## src/rtl/psr_pkg.sv

```systemverilog
package psr_pkg;
  localparam int PSR_W    = 32;
  localparam int LANE_W   = 8;
  localparam int LANES    = PSR_W / LANE_W;
  localparam int MODE_W   = 5;
  localparam int NUM_SPSR = 5;
  localparam int SLOT_W   = $clog2(NUM_SPSR);
  localparam int FLAG_LSB = PSR_W - 4;

  localparam logic [PSR_W-1:0] PSR_RESET = 32'h0000_00D3;

  typedef enum logic [2:0] {
    BANK_USR, BANK_FIQ, BANK_IRQ, BANK_SVC,
    BANK_ABT, BANK_UND, BANK_SYS, BANK_NONE
  } bank_e;

  typedef struct packed {
    logic [LANES-1:0]  cpsrLaneEn;
    logic [LANES-1:0]  spsrLaneEn;
    logic [SLOT_W-1:0] spsrSlot;
    logic              hasSpsr;
    logic              flagLoad;
  } psr_strobe_t;

  function automatic bank_e modeToBank(input logic [MODE_W-1:0] m);
    case (m)
      5'h00, 5'h10: return BANK_USR;
      5'h01, 5'h11: return BANK_FIQ;
      5'h02, 5'h12: return BANK_IRQ;
      5'h03, 5'h13: return BANK_SVC;
      5'h17:        return BANK_ABT;
      5'h1B:        return BANK_UND;
      5'h1F:        return BANK_SYS;
      default:      return BANK_NONE;
    endcase
  endfunction
endpackage

```

## src/rtl/psr_ctrl.sv

```systemverilog
module psr_ctrl
  import psr_pkg::*;
(
  input  logic              wrEn,
  input  logic              wrSpsr,
  input  logic [LANES-1:0]  fieldMask,
  input  logic              flagEn,
  input  logic [MODE_W-1:0] curMode,
  output psr_strobe_t       strb
);
  localparam logic [LANES-1:0] USER_LANES = {1'b1, {(LANES-1){1'b0}}};

  bank_e curBank;
  logic  userMode;
  logic  cpsrWr;
  logic  spsrWr;

  always_comb begin
    curBank  = modeToBank(curMode);
    userMode = (curBank == BANK_USR);
    cpsrWr   = wrEn & ~wrSpsr;
    spsrWr   = wrEn & wrSpsr;

    strb.hasSpsr  = (curBank == BANK_FIQ) || (curBank == BANK_IRQ) ||
                    (curBank == BANK_SVC) || (curBank == BANK_ABT) ||
                    (curBank == BANK_UND);
    strb.spsrSlot = strb.hasSpsr ? (SLOT_W'(curBank) - SLOT_W'(1)) : '0;

    if (!cpsrWr)
      strb.cpsrLaneEn = '0;
    else if (userMode)
      strb.cpsrLaneEn = fieldMask & USER_LANES;
    else
      strb.cpsrLaneEn = fieldMask;

    strb.spsrLaneEn = (spsrWr && strb.hasSpsr) ? fieldMask : '0;
    strb.flagLoad   = flagEn & ~cpsrWr;
  end
endmodule

```

## src/rtl/psr_flags.sv

```systemverilog
module psr_flags
  import psr_pkg::*;
(
  input  logic             aluSub,
  input  logic             opASign,
  input  logic             opBSign,
  input  logic [PSR_W-1:0] aluRes,
  output logic [3:0]       aluFlags
);
  logic resSign;
  logic nBit, zBit, cBit, vBit;

  always_comb begin
    resSign = aluRes[PSR_W-1];
    nBit    = resSign;
    zBit    = (aluRes == '0);
    if (aluSub) begin
      cBit = (opASign & ~opBSign) | (opASign & ~resSign) | (~opBSign & ~resSign);
      vBit = (opASign ^ opBSign) & (resSign ^ opASign);
    end else begin
      cBit = (opASign & opBSign) | ((opASign | opBSign) & ~resSign);
      vBit = ~(opASign ^ opBSign) & (resSign ^ opASign);
    end
    aluFlags = {nBit, zBit, cBit, vBit};
  end
endmodule

```

## src/rtl/psr_datapath.sv

```systemverilog
module psr_datapath
  import psr_pkg::*;
(
  input  logic              clk,
  input  logic              rst_n,
  input  psr_strobe_t       strb,
  input  logic [PSR_W-1:0]  wrData,
  input  logic [3:0]        aluFlags,
  output logic [PSR_W-1:0]  cpsr,
  output logic [PSR_W-1:0]  spsrSel,
  output logic              modeSwitch,
  output logic [MODE_W-1:0] oldMode,
  output logic [MODE_W-1:0] newMode
);
  logic [PSR_W-1:0] cpsrQ;
  logic [PSR_W-1:0] laneMerged;
  logic [PSR_W-1:0] cpsrNext;
  logic [PSR_W-1:0] spsrBank [NUM_SPSR];

  for (genvar l = 0; l < LANES; l++) begin : g_cpsrLane
    assign laneMerged[l*LANE_W +: LANE_W] =
      strb.cpsrLaneEn[l] ? wrData[l*LANE_W +: LANE_W] : cpsrQ[l*LANE_W +: LANE_W];
  end

  always_comb begin
    cpsrNext = laneMerged;
    if (strb.flagLoad)
      cpsrNext[PSR_W-1:FLAG_LSB] = aluFlags;
  end

  always_ff @(posedge clk or negedge rst_n) begin
    if (!rst_n) begin
      cpsrQ      <= PSR_RESET;
      modeSwitch <= 1'b0;
      oldMode    <= PSR_RESET[MODE_W-1:0];
      newMode    <= PSR_RESET[MODE_W-1:0];
    end else begin
      cpsrQ      <= cpsrNext;
      modeSwitch <= (cpsrNext[MODE_W-1:0] != cpsrQ[MODE_W-1:0]);
      if (cpsrNext[MODE_W-1:0] != cpsrQ[MODE_W-1:0]) begin
        oldMode <= cpsrQ[MODE_W-1:0];
        newMode <= cpsrNext[MODE_W-1:0];
      end
    end
  end

  for (genvar s = 0; s < NUM_SPSR; s++) begin : g_spsrSlot
    logic [PSR_W-1:0] slotQ;
    logic [PSR_W-1:0] slotNext;
    logic             slotHit;

    assign slotHit = (strb.spsrSlot == SLOT_W'(s));

    for (genvar l = 0; l < LANES; l++) begin : g_spsrLane
      assign slotNext[l*LANE_W +: LANE_W] =
        (slotHit && strb.spsrLaneEn[l]) ? wrData[l*LANE_W +: LANE_W]
                                        : slotQ[l*LANE_W +: LANE_W];
    end

    always_ff @(posedge clk or negedge rst_n) begin
      if (!rst_n) slotQ <= '0;
      else        slotQ <= slotNext;
    end

    assign spsrBank[s] = slotQ;
  end

  assign cpsr    = cpsrQ;
  assign spsrSel = strb.hasSpsr ? spsrBank[strb.spsrSlot] : cpsrQ;
endmodule

```

## src/rtl/psr_write_unit.sv

```systemverilog
module psr_write_unit
  import psr_pkg::*;
(
  input  logic              clk,
  input  logic              rst_n,
  input  logic              wrEn,
  input  logic              wrSpsr,
  input  logic [LANES-1:0]  fieldMask,
  input  logic [PSR_W-1:0]  wrData,
  input  logic              flagEn,
  input  logic              aluSub,
  input  logic              opASign,
  input  logic              opBSign,
  input  logic [PSR_W-1:0]  aluRes,
  output logic [PSR_W-1:0]  cpsr,
  output logic [PSR_W-1:0]  spsr,
  output logic              flagN,
  output logic              flagZ,
  output logic              flagC,
  output logic              flagV,
  output logic              modeSwitch,
  output logic [MODE_W-1:0] oldMode,
  output logic [MODE_W-1:0] newMode
);
  psr_strobe_t strb;
  logic [3:0]  aluFlags;

  psr_ctrl u_ctrl (
    .wrEn      (wrEn),
    .wrSpsr    (wrSpsr),
    .fieldMask (fieldMask),
    .flagEn    (flagEn),
    .curMode   (cpsr[MODE_W-1:0]),
    .strb      (strb)
  );

  psr_flags u_flags (
    .aluSub   (aluSub),
    .opASign  (opASign),
    .opBSign  (opBSign),
    .aluRes   (aluRes),
    .aluFlags (aluFlags)
  );

  psr_datapath u_dp (
    .clk        (clk),
    .rst_n      (rst_n),
    .strb       (strb),
    .wrData     (wrData),
    .aluFlags   (aluFlags),
    .cpsr       (cpsr),
    .spsrSel    (spsr),
    .modeSwitch (modeSwitch),
    .oldMode    (oldMode),
    .newMode    (newMode)
  );

  assign {flagN, flagZ, flagC, flagV} = aluFlags;
endmodule

```

## config.mk

```make
export PLATFORM = sky130hd
export DESIGN_NAME = psr_write_unit
export DESIGN_NICKNAME = d
export VERILOG_FILES = /design/src/rtl/psr_pkg.sv /design/src/rtl/psr_ctrl.sv /design/src/rtl/psr_flags.sv /design/src/rtl/psr_datapath.sv /design/src/rtl/psr_write_unit.sv
export SDC_FILE = /design/constraint.sdc
export NUM_CORES = 1
export LEC_CHECK = 0
export ABC_AREA = 1
export BUFFER_PORTS_ARGS = -buffer_cell sky130_fd_sc_hd__buf_2
export CELL_PAD_IN_SITES_DETAIL_PLACEMENT = 2
export CELL_PAD_IN_SITES_GLOBAL_PLACEMENT = 2
export CORE_AREA = 2 2 178 180
export DETAILED_ROUTE_END_ITERATION = 12
export DIE_AREA = 0 0 180 182
export PLACE_DENSITY = 0.79
export SLEW_MARGIN = 20
export SYNTH_ARGS = -nofsm -noshare
export SYNTH_HDL_FRONTEND = slang
export SYNTH_SLANG_ARGS = --single-unit
```

## constraint.sdc

```tcl
create_clock -name clk -period 3.5 [get_ports clk]
set_clock_uncertainty 0.15 [all_clocks]
set_input_delay 0.175 -clock clk [delete_from_list [all_inputs] [get_ports clk]]
set_output_delay 0.175 -clock clk [all_outputs]
set_load 0.005 [all_outputs]
```

==> results of run 1 <==
==> critical path: cells and delay by family (launching register included) <==
| kind | cells | cell delay [ps] |
|---|---|---|
| and+or+nand+nor | 9 | 930 |
| AOI/OAI and AO/OA | 2 | 240 |
| DFF | 1 | 610 |
| buffers and inverters | 4 | 730 |
| adders and majority gates | 2 | 290 |
==> final cells by class <==
type                       count  area share
tap                          402      0.0367
clock inverter                11     0.00813
timing repair buffer         262       0.154
sequential                   203       0.372
multi-input combinational    943       0.360
inverter                      60      0.0171
clock buffer                  35      0.0521
==> power breakdown <==
part           switching (mW)  leakage, nW  total, mW  internal (mW)
registers               0.503         2.67       3.55           3.05
clock network            1.10        0.410       2.67           1.57
logic                    3.13         3.73       5.15           2.02
==> metrics by stage <==
stage / util / power (mW)
after global placement: 0.367 / 6.88
after detailed placement: 0.367 / 7.07
after CTS: 0.425 / 10.5
after floorplan: - / 5.64
after global routing: 0.442 / 11.9
final: 0.442 / 11.4
==> kinds of logic (layout without fill, tap and decap cells) <==
logic type | Yosys count | in the layout | share of synthesized area
simple gates | 672 | 673 | 0.274
compound gates | 260 | 260 | 0.151
flops | 203 | 203 | 0.494
buf+inv | 129 | 368 | 0.0690
fa+ha+maj | 10 | 10 | 0.0121
==> cell usage after synthesis (all sizes together) <==
library cell,number
ha,10
dfstp,11
a21oi,66
o221ai,1
o31a,1
nand4,2
o211ai,3
nor4,4
nor2,57
dfrtp,192
nand2,514
nand3,88
clkbuf,11
inv,60
nand3b,2
buf,58
o21ai,188
nor3,4
or2,1
a31oi,1
==> final timing paths <==
check	endpoint	slack, ps	cells past startpoint
worst max register to register	u_dp.g_spsrSlot[1].slotQ[11]	140	14
worst min register to register	u_dp.g_spsrSlot[2].slotQ[7]	330	2
max in group asynchronous	u_dp.cpsr[20]	2060	3
worst max-delay path	spsr[3]	-170	17
worst min-delay path	u_dp.cpsr[29]	20	5
min in group asynchronous	u_dp.g_spsrSlot[2].slotQ[6]	160	2
==> flip-flops by register name (all words and copies together), names as in the netlist <==
register and count:
u_dp.cpsr 32, u_dp.g_spsrSlot.slotQ 160, u_dp.modeSwitch 1, u_dp.newMode 5
u_dp.oldMode 5
==> what timing repair did <==
action / CTS / global route
buffers inserted: 26 / 10
resized for setup: 46 / 106
cloned: 8 / 6
hold endpoints to repair: 262 / 0
setup endpoints to repair: 32 / 77
hold buffers: 38 / 0
pin swaps: 16 / 44
==> per-layer routing <==
layer,global-route usage,up-vias
li1,-,4582
met1,0.314,5345
met2,0.469,366
met3,0.0351,138
met4,0.0989,0
met5,0,-
==> impl_summary.txt, run 1 <==
----------------------------------------------------
[GRT]
  First-pass GRT wire length ... between 60000 and 70000 µm
  Number of antenna violations at the first check in global routing ... 0
  Aggregate global-route resource usage ... 0.260
  Maximum number of pins on one net before global-route repair ... 86
  Sum of overflow across all layers after global routing ... 0
  Via count of the first global-routing pass ... between 10000 and 15000

[Worst setup path]
  Startpoint of the most critical register-to-register path ... u_dp.cpsr[1]
  Nature of the critical path endpoint ... output pin
  Crit-path max cell delay ... 610 ps
  Required time at the endpoint of the critical path ... about 3200 ps
  Beginning of the critical path ... u_dp.cpsr[1]
  Category of the critical setup timing path ... flop to output pin
  Maximum fanout count along the critical path ... 12
  Cell-by-cell listing of the critical path ... nand2_4 -> nor2_4 -> a31oi_4 -> inv_2 -> ha_4 -> ha_4 -> nor2_4 -> nand2_8 -> buf_4 -> bufbuf_16 -> nand3_1 -> nand2_2 -> nand2_1 -> nand2_1 -> nand2_1 -> a21oi_2 -> buf_2
  Startpoint type of the worst setup path ... flop
  Cell with the largest stage delay on the worst path ... dfstp_2
  Cell occurring most often along the worst timing path ... nand2_1
  Worst Path Arrival ... roughly 3400 ps

[Detailed routing]
  Total via count after detailed routing ... ~10000
  Top routing layer in use ... met4
  DR WL met3 ... ~2200 µm
  Detailed-routing wirelength on met1 ... between 15000 and 20000 µm
  Via-per-instance ratio ... between 5 and 6
  Average routed wire per standard cell ... approximately 24 µm
  Number of DRC markers after the initial detailed-route iteration ... between 600 and 700
  TritonRoute pass-1 iters ... 5
  Wire length on met2 ... around 23000 µm
  Total Wirelength ... between 40000 and 50000 µm
  DRC ... 0
  Number of nets with antenna violations after routing ... 0

[Logic synthesis]
  Synth area leader ... dfrtp_1
  Number of register bits inferred by synthesis ... a little over 200
  Post-Synthesis Net Count ... ~1400
  Fraction of synthesized cell area taken by the top area cell type ... 0.466
  Synthesized area per cell ... about 8.1 µm²
  Synth Cell Area ... 10300 µm²
  Cell count after synthesis ... about 1300
  Warning count from the yosys run ... 0
  Largest cells by area after synthesis ... dfrtp_1 (47%), nand2_1 (18%), o21ai_2 (5.4%)
  Distinct cells, synth ... 32
  Portion of the post-synthesis area used by sequential elements ... 0.494

[Floorplan]
  Row cnt ... 65
  Starting utilization of the core area ... 0.333
  I/O pin count ... 155
  Die W ... between 150 and 200 µm
  Total Die Area ... ~33000 µm²
  Core region area ... ~31000 µm²
  Chip height ... ~180 µm

[Final layout]
  ANT cells ... 0
  Register area ... between 5000 and 6000 µm²
  Most used cells in the layout excluding fill and tap cells ... nand2_1 (444), dfrtp_1 (191), buf_2 (153), o21ai_1 (96), nand3_1 (87)
  Post-layout instance count excluding filler cells ... ~1900
  Most frequent standard cell in the layout excluding fill and tap cells ... nand2_1
  Layout cell share with drive strength beyond 1 ... 0.311
  Number of nets in the finished design ... approximately 1600
  Number of fillers in the final layout ... 3355
  Post-Layout Inst Area ... roughly 14000 µm²
  Growth of design area from synthesis to finish ... 32.8%
  Multi-input gate area ... 4930 µm²

[Placed design]
  Area post-placement ... approximately 11000 µm²
  Post-place setup slack ... around 90 ps
  Number of port buffers ... around 150
  Routability congestion estimate from global placement ... around 0.76
  Placed wire-length estimate ... about 23000 µm
  Placed cell count ... between 1500 and 2000

[Power]
  Power density over cell area ... between 800 and 900 nW/µm²
  Reported leakage power ... slightly below 7 nW
  VDD IR-drop max ... roughly 370 µV

[Clock tree]
  CTS Buffer Depth ... 3
  # H-tree levels ... 1
  Sinks on the clock net ... 203
  TritonCTS clock tree ... done
  Clock transition at the register clock pins on the worst setup and hold paths after CTS ... 60 ps
  Clock buffers created by TritonCTS ... 25
  Worst-Skew Late Latency ... 540 ps
  Root cell of the clock tree ... clkbuf_16

[Run status]
  Result of the run ... finished, violations left
  Failing checks ... negative setup slack

[STA]
  Unrepaired setup endpoints after global routing ... yes
  Clock period minus final worst setup slack ... 3670 ps
  Sum Neg Setup Slack ... -1060 ps
  Crit path setup slack, layout ... -171 ps
  Final Max Slew Viols ... 0
  Endpoints failing setup ... 27
  Hold Slack ... about 19 ps
  Final worst-path cycle share ... 1.05
  Max-slew headroom at the worst pin ... 0.471
  Final hold violation count ... 0
  Highest Clock Rate ... around 270 MHz
  Slew at the pin closest to its max-slew limit ... 794 ps

[Min path]
  Min-delay worst type ... input port to flop
  Worst hold path startpoint ... opBSign

[Job]
  Maxcap violations ... 0

----------------------------------------------------
(Power assumes the default switching activity.)
==> run 2, diff against run 1 <==
--- a/config.mk
+++ b/config.mk
@@ -12,6 +12,7 @@
 export CORE_AREA = 2 2 178 180
 export DETAILED_ROUTE_END_ITERATION = 12
 export DIE_AREA = 0 0 180 182
+export GPL_TIMING_DRIVEN = 0
 export PLACE_DENSITY = 0.79
 export SLEW_MARGIN = 20
 export SYNTH_ARGS = -nofsm -noshare
==> run 2 against run 1 <==
The run still ends with negative setup slack left; combinational power rose by 7.0%; via count rose by 2.6%; global-route usage fell by 0.28 points; die area did not move; flip-flop and latch count did not move; maximum frequency fell by 2.3%; worst setup slack got worse by 85 ps; non-clock buffer count rose by 53; critical endpoint is now spsr[2].
==> impl_summary.txt, run 2 (synthesis gave the netlist of run 1 again) <==
----------------------------------------------------
[Run status]
  Result of the run ... finished, violations left
  Failing checks ... negative setup slack

[STA]
  Slew at the pin closest to its max-slew limit ... 651 ps (-142 ps)
  Endpoints failing setup ... 42 (+56%)
  Crit path setup slack, layout ... -256 ps (-84.6 ps)
  Clock period minus final worst setup slack ... 3760 ps (+84.6 ps)
  Final hold violation count ... 0 (unchanged)
  Final worst-path cycle share ... 1.07 (+0.0242)
  Sum Neg Setup Slack ... -6800 ps (-5740 ps)
  Unrepaired setup endpoints after global routing ... yes
  Highest Clock Rate ... 266 MHz (-2.3%)
  Final Max Slew Viols ... 0 (unchanged)
  Max-slew headroom at the worst pin ... 0.563 (+0.0925)

[Clock tree]
  Worst-Skew Late Latency ... 540 ps (about the same)
  CTS Buffer Depth ... 3 (unchanged)
  Clock transition at the register clock pins on the worst setup and hold paths after CTS ... 60 ps (about the same)
  TritonCTS clock tree ... done
  # H-tree levels ... 1 (unchanged)
  Sinks on the clock net ... 203 (unchanged)
  Root cell of the clock tree ... clkbuf_16
  Clock buffers created by TritonCTS ... 24 (-4.0%)

[Floorplan]
  Die W ... 180 µm (unchanged)
  Starting utilization of the core area ... 0.333 (unchanged)
  I/O pin count ... 155 (unchanged)
  Core region area ... 31000 µm² (unchanged)
  Chip height ... 182 µm (unchanged)
  Row cnt ... 65 (unchanged)
  Total Die Area ... 32800 µm² (unchanged)

[Worst setup path]
  Maximum fanout count along the critical path ... 8 (-4)
  Worst Path Arrival ... 3430 ps (+80 ps)
  Category of the critical setup timing path ... flop to output pin
  Startpoint type of the worst setup path ... flop
  Required time at the endpoint of the critical path ... 3170 ps (about the same)
  Nature of the critical path endpoint ... output pin

[Placed design]
  Placed cell count ... 1832 (+2.6%)
  Post-place setup slack ... -490 ps (-581 ps)
  Placed wire-length estimate ... 26200 µm (+12%)
  Routability congestion estimate from global placement ... 0.745 (-1.4%)
  Number of port buffers ... 154 (unchanged)
  Area post-placement ... 11700 µm² (+2.6%)

[Detailed routing]
  Average routed wire per standard cell ... 25.0 µm (+2.6%)
  Total via count after detailed routing ... 10700 (+2.6%)
  Total Wirelength ... 49000 µm (+5.2%)
  Via-per-instance ratio ... 5.45 (+0.14%)
  DRC ... 0 (unchanged)
  Number of DRC markers after the initial detailed-route iteration ... 500 (-19%)
  TritonRoute pass-1 iters ... 5 (unchanged)
  Number of nets with antenna violations after routing ... 0 (unchanged)

[Final layout]
  Most frequent standard cell in the layout excluding fill and tap cells ... nand2_1
  Register containing the most flip-flops in the final layout ... u_dp.g_spsrSlot.slotQ
  Flip-flop count of the largest register, all copies and words added ... 160 (unchanged)
  Most used cells in the layout excluding fill and tap cells ... nand2_1 (472), dfrtp_1 (190), buf_2 (167), o21ai_1 (96), nand3_1 (86)
  Growth of design area from synthesis to finish ... 37.1%
  Layout cell share with drive strength beyond 1 ... 0.319 (+0.00793)
  Number of nets in the finished design ... 1632 (+3.2%)
  ANT cells ... 0 (unchanged)
  Post-Layout Inst Area ... 14100 µm² (+3.3%)
  Post-layout instance count excluding filler cells ... 1963 (+2.5%)

[Min path]
  Min-delay worst type ... input port to async pin

[Power]
  VDD IR-drop max ... 409 µV (+9.7%)
  Reported leakage power ... 7.02 nW (+3.1%)
  Power density over cell area ... 822 nW/µm² (-0.96%)

[GRT]
  Aggregate global-route resource usage ... 0.257 (-0.00276)
  Sum of overflow across all layers after global routing ... 0 (unchanged)
  Maximum number of pins on one net before global-route repair ... 88 (+2.3%)
  Number of antenna violations at the first check in global routing ... 0 (unchanged)
  Via count of the first global-routing pass ... 11700 (+1.1%)
  First-pass GRT wire length ... 66800 µm (-0.19%)

[Job]
  Maxcap violations ... 0 (unchanged)

----------------------------------------------------
## run 2: through the flow
stage / util / power [mW] / hold slack, ps
after floorplan: - / 5.64 / -271
after global placement: 0.374 / 6.95 / 278
after detailed placement: 0.376 / 7.14 / 0.118
after CTS: 0.440 / 10.6 / 39.6
after global routing: 0.457 / 12.2 / 80.7
final: 0.457 / 11.6 / 2.51
## run 2: final cells by class
class,instances,area [µm²]
fillers,3366,16800
multi-input cells,942,4860
flip-flops and latches,203,5100
clock buffers,37,721
inverters,60,235
well taps,402,503
repair buffers,248,1940
clock inverters,4,45.0
plain buffers,67,746
## run 2: final timing paths
| kind | slack (ps) | from | depth (start not counted) | endpoint |
|---|---|---|---|---|
| min | 3 | rst_n | 2 | u_dp.g_spsrSlot[4].slotQ[6] |
| min reg2reg | 340 | u_dp.g_spsrSlot[2].slotQ[27] | 2 | u_dp.g_spsrSlot[2].slotQ[27] |
| max in group asynchronous | 2050 | rst_n | 4 | u_dp.g_spsrSlot[2].slotQ[25] |
| max reg2reg | -70 | u_dp.cpsr[4] | 17 | u_dp.g_spsrSlot[2].slotQ[23] |
| min in group clk | 20 | opBSign | 5 | u_dp.cpsr[29] |
| max | -260 | u_dp.cpsr[3] | 18 | spsr[2] |
## run 2: worst max-delay path, cell delays in order (launching register included)
cell        delay [ps]
dfrtp_2            460
nor2_4             170
inv_4               70
a31oi_4            300
inv_2              100
ha_4               190
ha_4               170
nor2_4             120
nand2_4            130
buf_12             160
nand2_8            100
clkinvlp_4         120
buf_12             160
buf_8              140
nand2_1             80
nand2_1             80
nand2_1            120
a21oi_2             70
buf_2              140
## run 2: where the power goes
group / switching (mW) / total [mW] / internal, mW
clock network: 1.08 / 2.55 / 1.48
registers: 0.520 / 3.57 / 3.05
logic: 3.24 / 5.51 / 2.27
## run 2: what timing repair did
item / in CTS / in global routing
buffers inserted: 32 / 10
hold buffers: 38 / 0
gates resized for setup: 112 / 90
endpoints found under the setup margin: 99 / 33
pin swaps: 10 / 40
cloned: 6 / 7
endpoints found under the hold margin: 328 / 0
## run 2: routing by layer
layer / GRT usage / share of wire / up-vias
met5: 0 / 0 / -
met4: 0.0846 / 0.034 / 0
met3: 0.0359 / 0.044 / 124
met2: 0.457 / 0.51 / 335
met1: 0.321 / 0.41 / 5540
li1: - / - / 4703
